File: config.mk
export PLATFORM = sky130hd
export DESIGN_NAME = ep_hold_ctrl
export DESIGN_NICKNAME = d
export VERILOG_FILES = /design/src/rtl/ep_hold_ctrl.sv
export SDC_FILE = /design/constraint.sdc
export NUM_CORES = 1
export LEC_CHECK = 0
export BUFFER_PORTS_ARGS = -buffer_cell sky130_fd_sc_hd__buf_2
export CAP_MARGIN = 0
export CORE_MARGIN = 3
export CORE_UTILIZATION = 48
export DETAILED_ROUTE_END_ITERATION = 6
export GPL_ROUTABILITY_DRIVEN = 1
export HOLD_SLACK_MARGIN = 0.08
export PLACE_DENSITY = 0.75
export SETUP_SLACK_MARGIN = 0.4
export SYNTH_ARGS = -nofsm -noshare
export SYNTH_HDL_FRONTEND = slang
export SYNTH_SLANG_ARGS = --single-unit
File: constraint.sdc
create_clock -name clk -period 3 [get_ports clk]
set_clock_uncertainty 0.05 [all_clocks]
set_input_delay 0.3 -clock clk [delete_from_list [all_inputs] [get_ports clk]]
set_output_delay 0.3 -clock clk [all_outputs]
set_load 0.03 [all_outputs]
File: src/rtl/ep_hold_ctrl.sv
module ep_hold_ctrl #(
  parameter int EP_W = 3,
  localparam int NEX = 5,
  localparam int NSTG = NEX + 2
) (
  input  logic            clk,
  input  logic            rst_n,
  input  logic            fp_ready,
  input  logic [EP_W-1:0] fp_ep_cnt,
  input  logic            dp_is_load,
  input  logic            dp_is_store,
  input  logic            ld_ready,
  output logic [NSTG-1:0] stage_valid,
  output logic [NSTG-1:0] stage_adv,
  output logic [1:0]      stall_cause
);

  logic            pw_v, dp_v;
  logic [EP_W-1:0] dp_left;
  logic [NEX-1:0]  ex_v, ex_ld;

  wire last_ep = dp_left == EP_W'(1);
  wire need_fp = pw_v && (!dp_v || last_ep);
  wire f_stall = need_fp && !fp_ready;
  wire l_stall = ex_v[2] && ex_ld[2] && !ld_ready;
  wire d_stall = dp_v && !last_ep;
  wire hold    = f_stall || l_stall;
  wire [EP_W-1:0] new_cnt = (fp_ep_cnt == '0) ? EP_W'(1) : fp_ep_cnt;
  wire unused_store = dp_is_store;

  always_ff @(posedge clk) begin
    if (!rst_n) begin
      pw_v    <= 1'b0;
      dp_v    <= 1'b0;
      dp_left <= '0;
      ex_v    <= '0;
      ex_ld   <= '0;
    end else begin
      pw_v <= 1'b1;
      if (!hold) begin
        ex_v  <= {ex_v[NEX-2:0], dp_v};
        ex_ld <= {ex_ld[NEX-2:0], dp_v && dp_is_load};
        if (d_stall) begin
          dp_left <= dp_left - EP_W'(1);
        end else if (need_fp) begin
          dp_v    <= 1'b1;
          dp_left <= new_cnt;
        end
      end
    end
  end

  assign stage_valid = {ex_v, dp_v, pw_v};
  assign stage_adv   = {{NEX{!hold}}, {2{!hold && !d_stall}}};
  assign stall_cause = l_stall ? 2'b11 : f_stall ? 2'b10 : d_stall ? 2'b01 : 2'b00;

  assert_load_freeze_R5: assert property (@(posedge clk) disable iff (!rst_n)
    (ex_v[2] && ex_ld[2] && !ld_ready) |=> ($stable(ex_v) && $stable(ex_ld) && $stable(dp_left)));
  assert_fetch_freeze_R4: assert property (@(posedge clk) disable iff (!rst_n)
    (stall_cause == 2'b10) |=> $stable(stage_valid));
  assert_disp_issue_R3: assert property (@(posedge clk) disable iff (!rst_n)
    (stall_cause == 2'b01) |=> (ex_v[0] && dp_v && dp_left == $past(dp_left) - EP_W'(1)));
  assert_ready_gate_R6: assert property (@(posedge clk) disable iff (!rst_n)
    (stall_cause == 2'b11) |-> !ld_ready);
  assert_count_nonzero_R10: assert property (@(posedge clk) disable iff (!rst_n)
    dp_v |-> (dp_left != '0));
  assert_no_adv_on_freeze_R9: assert property (@(posedge clk) disable iff (!rst_n)
    stall_cause[1] |-> (stage_adv == '0));

endmodule

==> reports/summary.json, run 1 <==
{
  "status": "completed",
  "critPathRequiredTime_ns": 2.65,
  "worst_path_bufs_invs": 1,
  "groute.layer.met2.usage_pct": 22.6,
  "clkSinkCount": 13,
  "detailed_place_hpwl_um": 1070,
  "synth_largest_area_cell": "sky130_fd_sc_hd__dfxtp_1",
  "post-route-period-util_pct": 68.1,
  "cpPeakStageDelay_ns": 0.36,
  "antenna_left": 0,
  "critPathTopFamily": "compound AO/OA/AOI/OAI gates",
  "syn-mean-instance-area_um2": 8.85,
  "tightestPinTransition_ns": 0.365,
  "timing.critical_path.from_type": "flip-flop",
  "globalRouteMet1Util_pct": 19.4,
  "die-area_mm2": 0.00206,
  "postRouteWirelength_um": 1380,
  "finalHoldWorstSlack_ns": 0.250,
  "worst_hold_startpoint": "dp_is_load",
  "whs_path_cells": 3,
  "clock_tree_from_tritoncts": "yes",
  "clk_lat_worst_skew_ns": 0.27,
  "yosysTopAreaCellShare_pct": 35.0,
  "timing.final.crit_period_ns": 2.04,
  "synth_async_sr_flop_share_pct": 0,
  "hold_viol_final": 0,
  "cts-root-buf": "sky130_fd_sc_hd__clkbuf_4",
  "worst-path-max-fanout": 12,
  "netlist_area_um2": 743,
  "overflow": 0,
  "gr-usage-met3_pct": 4.78,
  "layout_cell_area_excl_fill_um2": 813,
  "postSynth.topFlopCell": "sky130_fd_sc_hd__dfxtp_1",
  "fp.coreArea_mm2": 0.00138,
  "place_congestion": 0.839,
  "path_clk_slew_ns": 0.08,
  "vias": 605,
  "post_cts_hold_buffer_count": 0,
  "combined_global_route_utilization_of_all_metal_layers_pct": 15.0,
  "worst-setup-path-type": "flip-flop to output pin",
  "layout.core_utilization_pct": 58.8,
  "insertedDiodeCount": 0,
  "final_layout_size_suffix_gt1_share_pct": 31.0,
  "relSlewSlack_pct": 75.6,
  "r2r.worst_path.cells": 5,
  "design_power_total_uw": 402,
  "dr.pass1.iters": 4,
  "io_buffers": 23,
  "clock_path_buffers": 2,
  "synth_edf_count": 0,
  "synth.lib_cells_used.distinct": 32,
  "ff2ff_setup_slack_ns": 1.48,
  "ys_top_cells_by_area": "sky130_fd_sc_hd__dfxtp_1 (35%), sky130_fd_sc_hd__buf_4 (8.1%), sky130_fd_sc_hd__mux2i_1 (6.7%)",
  "die_h_um": 45.4,
  "first_global_vias": 521,
  "grt_setup_unrepaired": "false",
  "powerDensity_mw_per_mm2": 494,
  "irDropWorstVdd_mv": 0.291,
  "drt_iter0_drc": 14,
  "ys.warnings.count": 0,
  "htree_depth": 1,
  "ys_seq_elements": 13,
  "grt_max_degree": 18,
  "seq_area_frac_synth_pct": 35.0,
  "routed_via_density": 5.26,
  "register_area_um2": 260,
  "initial_utilization_pct": 53.8,
  "cts-buffers-inserted": 3,
  "worstHoldPathType": "primary input to flip-flop",
  "fp-row-count": 13,
  "antenna_violations_before_repair": 0,
  "report.final.slew_viol_count": 0,
  "crit_path_top_delay_cell": "sky130_fd_sc_hd__a21oi_4",
  "worstPathCellList": "ha_1, nand2b_1, nand2_2, a21oi_4, buf_2",
  "critical_path.endpoint_type": "output pin",
  "crit_arrival_ns": 1.69,
  "setup_violations": 0,
  "drt_drc_violations_left": 0,
  "design.final.nets": 112,
  "final.setup.tns_ns": 0,
  "total_leakage_power_nw": 0.438,
  "syn_nets": 95,
  "global_route.peak_usage_layer": "met2",
  "post_cts_buffers": 0,
  "rr_startpoint": "dp_left[0]",
  "footprint_of_the_multi_input_gates_um2": 378,
  "postCtsResizedCells": 0,
  "max_cap_viol_count": 0,
  "detailed_place.area_um2": 787,
  "layout.filler_cells": 139,
  "whs_endpoint": "ex_ld[0]",
  "clock.fmax_mhz": 490,
  "design.portCount": 25,
  "synth_cells": 84,
  "detail_routed_net_length_per_standard_cell_um": 12.0,
  "die_w_um": 45.4,
  "timing.rr.end": "ex_v[0]",
  "global_route_wire_length_before_repair_um": 2200,
  "area_delta_synth_final_pct": 9.43
}
worst register-to-register path, delay by kind of cell (launching register included):
kind	cells	cell delay (ns)
fa+ha+maj	1	0.23
flops	1	0.34
compound gates	1	0.36
mux	1	0.25
simple gates	2	0.22
synthesized netlist by cell type (all sizes together) (2+ instances only):
master,n
nand2,14
dfxtp,13
buf,9
o21ai,7
mux2i,5
inv,4
o211a,4
a21oi,3
nand2b,3
nand3,3
nor2,3
and2b,2
clkbuf,2
ha,2
kinds of logic after synthesis:
kind of cell	synth area share (%)
fa+ha+maj	3.37
flops	35.0
mux	6.73
buf+inv	14.1
simple gates	21.2
compound gates	19.5
layer usage:
metal,part of all wire [%],vias up
li1,-,314
met5,0,-
met4,0,0
met2,45,22
met1,46,269
met3,8.5,0
registers in the layout, indices dropped and copies added, names as in the netlist:
name     cells
dp_left      3
dp_v         1
ex_ld        3
ex_v         5
pw_v         1
area by class of cell:
cell class | instances | area share (%)
sequential | 13 | 32.0
timing repair buffer | 23 | 14.2
multi-input combinational | 56 | 46.5
tap | 15 | 2.31
clock buffer | 4 | 3.23
inverter | 4 | 1.85
where the power goes:
part / total [mW] / internal, mW / switching, mW / leakage [nW]
clock: 0.105 / 0.0515 / 0.0532 / 0.0150
sequential: 0.192 / 0.183 / 0.00854 / 0.107
combinational: 0.105 / 0.0376 / 0.0678 / 0.316
how the worst max path moves through the flow:
stage | from | to | slack, ns | cells after the start
after global routing | dp_left[1] | stage_adv[4] | 0.83 | 6
final | dp_left[0] | stage_adv[4] | 0.96 | 5
after floorplan | dp_left[0] | stage_adv[1] | 0.95 | 6
after CTS | dp_left[0] | stage_adv[4] | 0.94 | 5
after detailed placement | dp_left[0] | stage_adv[4] | 1.25 | 5
after global placement | dp_left[0] | stage_adv[2] | 1.26 | 5
layout by cell type (no fill, tap or decap), drive strengths merged:
cell,Yosys,layout
and2b,2,2
nand2,14,14
o21bai,1,1
o211a,4,4
nand2b,3,3
o311a,1,1
nor2,3,3
nand3,3,3
nor3,1,1
o21ai,7,7
a211o,1,1
nand3b,1,1
a21boi,1,1
a21oi,3,3
and2,1,1
and4bb,1,1
clkbuf,2,4
ha,2,2
mux2i,5,5
buf,9,23
dfxtp,13,13
and3b,1,1
inv,4,4
o22ai,1,1
through the flow:
step,instances,setup slack (ns)
detailed placement,111,1.25
finish,115,0.958
global route,115,0.829
CTS,115,0.943
floorplan,84,0.952
global placement,111,1.26
Power figures use the tool's default switching activity.
==> run 2, diff against run 1 <==
--- a/config.mk
+++ b/config.mk
@@ -5,14 +5,15 @@
 export SDC_FILE = /design/constraint.sdc
 export NUM_CORES = 1
 export LEC_CHECK = 0
+export ABC_AREA = 1
 export BUFFER_PORTS_ARGS = -buffer_cell sky130_fd_sc_hd__buf_2
 export CAP_MARGIN = 0
 export CORE_MARGIN = 3
-export CORE_UTILIZATION = 48
+export CORE_UTILIZATION = 47
 export DETAILED_ROUTE_END_ITERATION = 6
 export GPL_ROUTABILITY_DRIVEN = 1
 export HOLD_SLACK_MARGIN = 0.08
-export PLACE_DENSITY = 0.75
+export PLACE_DENSITY = 0.74
 export SETUP_SLACK_MARGIN = 0.4
 export SYNTH_ARGS = -nofsm -noshare
 export SYNTH_HDL_FRONTEND = slang
==> constraint.sdc (replaced) <==
create_clock -name clk -period 2 [get_ports clk]
set_clock_uncertainty 0.05 [all_clocks]
set_input_delay 0.2 -clock clk [delete_from_list [all_inputs] [get_ports clk]]
set_output_delay 0.2 -clock clk [all_outputs]
set_load 0.03 [all_outputs]
==> run 2 against run 1 <==
- clock power is 55% higher
- die area is 2.3% lower
- synthesized cell count is 3.6% higher
- global-route usage is 1.3 points higher
==> reports/summary.json, run 2 <==
{
  "design.final.nets": {"value": 126, "change": "+13%"},
  "switching_share": {"value": 35.4, "unit": "%", "change": "+3.2 points"},
  "clk_lat_worst_skew": {"value": 0.28, "unit": "ns", "change": "about the same"},
  "grt_max_degree": {"value": 11, "change": "-7"},
  "clock_tree_from_tritoncts": "yes",
  "finalHoldWorstSlack": {"value": 0.103, "unit": "ns", "change": "-0.146 ns"},
  "worstPathCellList": "inv_2, ha_4, nand2_4, nand2_8, nand2_8, nand2_8, clkinv_8, buf_8",
  "cp-startpoint": "dp_left[1]",
  "total_leakage_power": {"value": 0.466, "unit": "nW", "change": "+6.2%"},
  "whs_endpoint": "pw_v",
  "layout.core_utilization": {"value": 72.6, "unit": "%", "change": "+14 points"},
  "htree_depth": {"value": 1, "change": "unchanged"},
  "clkSinkCount": {"value": 13, "change": "unchanged"},
  "synth.most_common_cell": "sky130_fd_sc_hd__nor2_1",
  "critPathTopFamily": "flip-flops",
  "area_delta_synth_final_pct": 38.3,
  "timing.final.crit_period_ns": 1.58,
  "ys_top_cells_by_area": "sky130_fd_sc_hd__dfxtp_1 (37%), sky130_fd_sc_hd__nor2_1 (9.5%), sky130_fd_sc_hd__buf_4 (8.5%)",
  "yosys.area_share.xor_xnor": {"value": 1.24, "unit": "%", "change": "+1.2 points"},
  "global_route_wire_length_before_repair": {"value": 2350, "unit": "um", "change": "+6.9%"},
  "syn_nets": {"value": 98, "change": "+3.2%"},
  "crit_top_cell": "sky130_fd_sc_hd__nand2_8",
  "worstHoldPathType": "primary input to flip-flop",
  "irDropWorstVdd": {"value": 0.548, "unit": "mV", "change": "+89%"},
  "r2r.worst_path.cells": {"value": 10, "change": "+5"},
  "ys.warnings.count": {"value": 0, "change": "unchanged"},
  "synth_cells": {"value": 87, "change": "+3.6%"},
  "cts-root-buf": "sky130_fd_sc_hd__clkbuf_4",
  "timing.critical_path.from_type": "flip-flop",
  "max_flop_register": "ex_v",
  "instances_no_fill": {"value": 129, "change": "+12%"},
  "overflow": {"value": 0, "change": "unchanged"},
  "layout_cell_area_excl_fill": {"value": 980, "unit": "um2", "change": "+20%"},
  "detailed_place.area": {"value": 782, "unit": "um2", "change": "-0.64%"},
  "timing.rr.end": "ex_v[1]",
  "postRouteWirelength": {"value": 1480, "unit": "um", "change": "+7.8%"},
  "largest_reg_flops": {"value": 5, "change": "unchanged"},
  "final.setup.tns": {"value": 0, "unit": "ns", "change": "unchanged"},
  "fp-row-count": {"value": 13, "change": "unchanged"},
  "netlist_area": {"value": 708, "unit": "um2", "change": "-4.7%"},
  "power.internal": {"value": 467, "unit": "uW", "change": "+72%"},
  "antenna_violations_before_repair": {"value": 0, "change": "unchanged"},
  "synth_common_cells": "sky130_fd_sc_hd__nor2_1 (18), sky130_fd_sc_hd__dfxtp_1 (13), sky130_fd_sc_hd__nand2_1 (11)",
  "ff2ff_setup_slack": {"value": 0.55, "unit": "ns", "change": "-0.93 ns"},
  "dr.pass1.iters": {"value": 4, "change": "unchanged"},
  "synth_mux_area_share": {"value": 0, "unit": "%", "change": "-6.7 points"},
  "layout.filler_cells": {"value": 95, "change": "-32%"},
  "most-common-layout-cells": "sky130_fd_sc_hd__nor2_1 (18), sky130_fd_sc_hd__buf_2 (16), sky130_fd_sc_hd__nand2_1 (11), sky130_fd_sc_hd__dfxtp_1 (11), sky130_fd_sc_hd__buf_4 (9)",
  "drt_drc_violations_left": {"value": 0, "change": "unchanged"},
  "relSlewSlack": {"value": 79.5, "unit": "%", "change": "+3.9 points"},
  "yosysTopAreaCellShare": {"value": 36.7, "unit": "%", "change": "+1.7 points"},
  "critPathRequiredTime": {"value": 1.75, "unit": "ns", "change": "-0.90 ns"},
  "design.portCount": {"value": 25, "change": "unchanged"},
  "max_cap_viol_count": {"value": 0, "change": "unchanged"},
  "synth_top_family_by_area": "simple AND/OR/NAND/NOR gates",
  "synth_compound_area_share": {"value": 9.72, "unit": "%", "change": "-9.8 points"},
  "placed_cells": {"value": 116, "change": "+4.5%"},
  "die_w": {"value": 44.8, "unit": "um", "change": "-1.2%"},
  "synth_async_sr_flop_share": {"value": 0, "unit": "%", "change": "unchanged"},
  "synth_edf_count": {"value": 0, "change": "unchanged"},
  "relative_contribution_of_combinational_cells_to_total_power": {"value": 36.0, "unit": "%", "change": "+9.8 points"},
  "switching_power": {"value": 256, "unit": "uW", "change": "+98%"},
  "fp.coreArea": {"value": 0.00135, "unit": "mm2", "change": "-2.4%"},
  "worst-path-max-fanout": {"value": 8, "change": "-4"},
  "clock.fmax_mhz": 632,
  "post-route-period-util_pct": 79.2,
  "seq_power_share": {"value": 41.5, "unit": "%", "change": "-6.3 points"},
  "whs_path_cells": {"value": 1, "change": "-2"},
  "status": "completed",
  "worst_path_bufs_invs": {"value": 3, "change": "+2"},
  "postSynth.topFlopCell": "sky130_fd_sc_hd__dfxtp_1",
  "antenna_left": {"value": 0, "change": "unchanged"},
  "die-area": {"value": 0.00201, "unit": "mm2", "change": "-2.3%"},
  "routed_via_density": {"value": 4.91, "change": "-6.7%"},
  "initial_utilization": {"value": 52.5, "unit": "%", "change": "-1.3 points"},
  "crit_path_top_delay_cell": "sky130_fd_sc_hd__dfxtp_2",
  "drt_iter0_drc": {"value": 10, "change": "-4"},
  "path_clk_slew": {"value": 0.08, "unit": "ns", "change": "about the same"},
  "clock_power_share": {"value": 22.5, "unit": "%", "change": "-3.5 points"},
  "worst_slack": {"value": 0.417, "unit": "ns", "change": "-0.542 ns"},
  "place_ws": {"value": 0.520, "unit": "ns", "change": "-0.733 ns"},
  "design_power_total": {"value": 723, "unit": "uW", "change": "+80%"},
  "crit_arrival": {"value": 1.33, "unit": "ns", "change": "-0.36 ns"},
  "cpPeakStageDelay": {"value": 0.32, "unit": "ns", "change": "-0.04 ns"},
  "synth.lib_cells_used.distinct": {"value": 22, "change": "-31%"},
  "worst-setup-path-type": "flip-flop to output pin",
  "first_global_vias": {"value": 557, "change": "+6.9%"},
  "io_buffers": {"value": 23, "change": "unchanged"},
  "synth_largest_area_cell": "sky130_fd_sc_hd__dfxtp_1",
  "synth_simple_gate_area_share": {"value": 35.2, "unit": "%", "change": "+14 points"},
  "detailed_place_hpwl": {"value": 985, "unit": "um", "change": "-7.9%"},
  "hold_viol_final": {"value": 0, "change": "unchanged"},
  "place_congestion": {"value": 0.790, "change": "-5.8%"},
  "powerDensity": {"value": 738, "unit": "mW/mm2", "change": "+49%"},
  "post_synth_fa_ha_maj_area_fraction": {"value": 3.53, "unit": "%", "change": "+0.17 points"},
  "grt_setup_unrepaired": "true",
  "setup_violations": {"value": 0, "change": "unchanged"},
  "worst_hold_startpoint": "rst_n",
  "rr_startpoint": "dp_left[1]",
  "ys_seq_elements": {"value": 13, "change": "unchanged"},
  "syn-mean-instance-area": {"value": 8.14, "unit": "um2", "change": "-8.0%"},
  "detail_routed_net_length_per_standard_cell": {"value": 11.5, "unit": "um", "change": "-3.9%"},
  "most_common_cell_after_layout_fill_and_taps_aside": "sky130_fd_sc_hd__nor2_1",
  "critical_path.endpoint_type": "output pin",
  "vias": {"value": 633, "change": "+4.6%"},
  "post_cts_hold_buffer_count": {"value": 0, "change": "unchanged"},
  "tightestPinTransition": {"value": 0.307, "unit": "ns", "change": "-0.0582 ns"},
  "report.final.slew_viol_count": {"value": 0, "change": "unchanged"},
  "seq_area_frac_synth": {"value": 36.7, "unit": "%", "change": "+1.7 points"},
  "die_h": {"value": 44.8, "unit": "um", "change": "-1.2%"},
  "clock_path_buffers": {"value": 2, "change": "unchanged"},
  "final_layout_size_suffix_gt1_share": {"value": 47.4, "unit": "%", "change": "+16 points"},
  "cts-buffers-inserted": {"value": 3, "change": "unchanged"},
  "combined_global_route_utilization_of_all_metal_layers": {"value": 16.3, "unit": "%", "change": "+1.3 points"},
  "layout_top_registers": "ex_v (5), dp_left (3), ex_ld (3)",
  "insertedDiodeCount": {"value": 0, "change": "unchanged"}
}
run 2: changes by cell type after synthesis, moves of 2 or more:
cell and change:
sky130_fd_sc_hd__o211a_1 -4, sky130_fd_sc_hd__mux2i_1 -5, sky130_fd_sc_hd__o21ai_0 +3, sky130_fd_sc_hd__nor2_1 +15
sky130_fd_sc_hd__nand3_4 +2, sky130_fd_sc_hd__nand3_1 -2, sky130_fd_sc_hd__nand2b_1 -3, sky130_fd_sc_hd__nand2_1 -2
sky130_fd_sc_hd__nand2_8 +2, sky130_fd_sc_hd__nand2_2 +3
run 2: final cells by class:
type	instances	area, um2	share of cell area, %
multi-input cells	58	388	39.6
flip-flops and latches	13	263	26.8
repair buffers	32	245	25.0
inverters	7	38.8	3.96
clock buffers	4	26.3	2.68
well taps	15	18.8	1.92
run 2: repair_timing:
item,4_1_cts,5_1_grt
resized for setup,15,15
pin swaps,2,2
buffers inserted,4,5
endpoints found under the setup margin,9,9
run 2: power groups by stage:
stage	Combinational, mW	Sequential (mW)	Clock, mW
6_report	0.260	0.300	0.163
3_5_place_dp	0.198	0.302	0
3_3_place_gp	0.194	0.301	0
2_1_floorplan	0.157	0.313	0
5_1_grt	0.284	0.304	0.182
4_1_cts	0.224	0.298	0.165
run 2: how the worst max path moves through the flow:
stage / end / slack (ns) / cells past startpoint
2_1_floorplan: stage_adv[1] / 0.46 / 7
3_3_place_gp: stage_adv[2] / 0.56 / 8
3_5_place_dp: stage_adv[2] / 0.52 / 8
4_1_cts: stage_adv[2] / 0.40 / 8
5_1_grt: stage_adv[6] / 0.34 / 8
6_report: stage_adv[3] / 0.42 / 8
run 2: logic make-up (layout without fill, tap and decap cells):
family / count (synthesis) / count (layout)
adder cells (fa/ha/maj): 2 / 2
AO/OA/AOI/OAI: 13 / 13
XOR/XNOR: 1 / 1
buffers and inverters: 16 / 43
flip-flops: 13 / 13
AND/OR/NAND/NOR: 42 / 42
run 2: routing by layer:
metal	track usage (%)	share of wire, %
met1	17.9	41
met2	28.9	51
met3	4.78	6.9
met4	7.02	1.7
met5	0	0
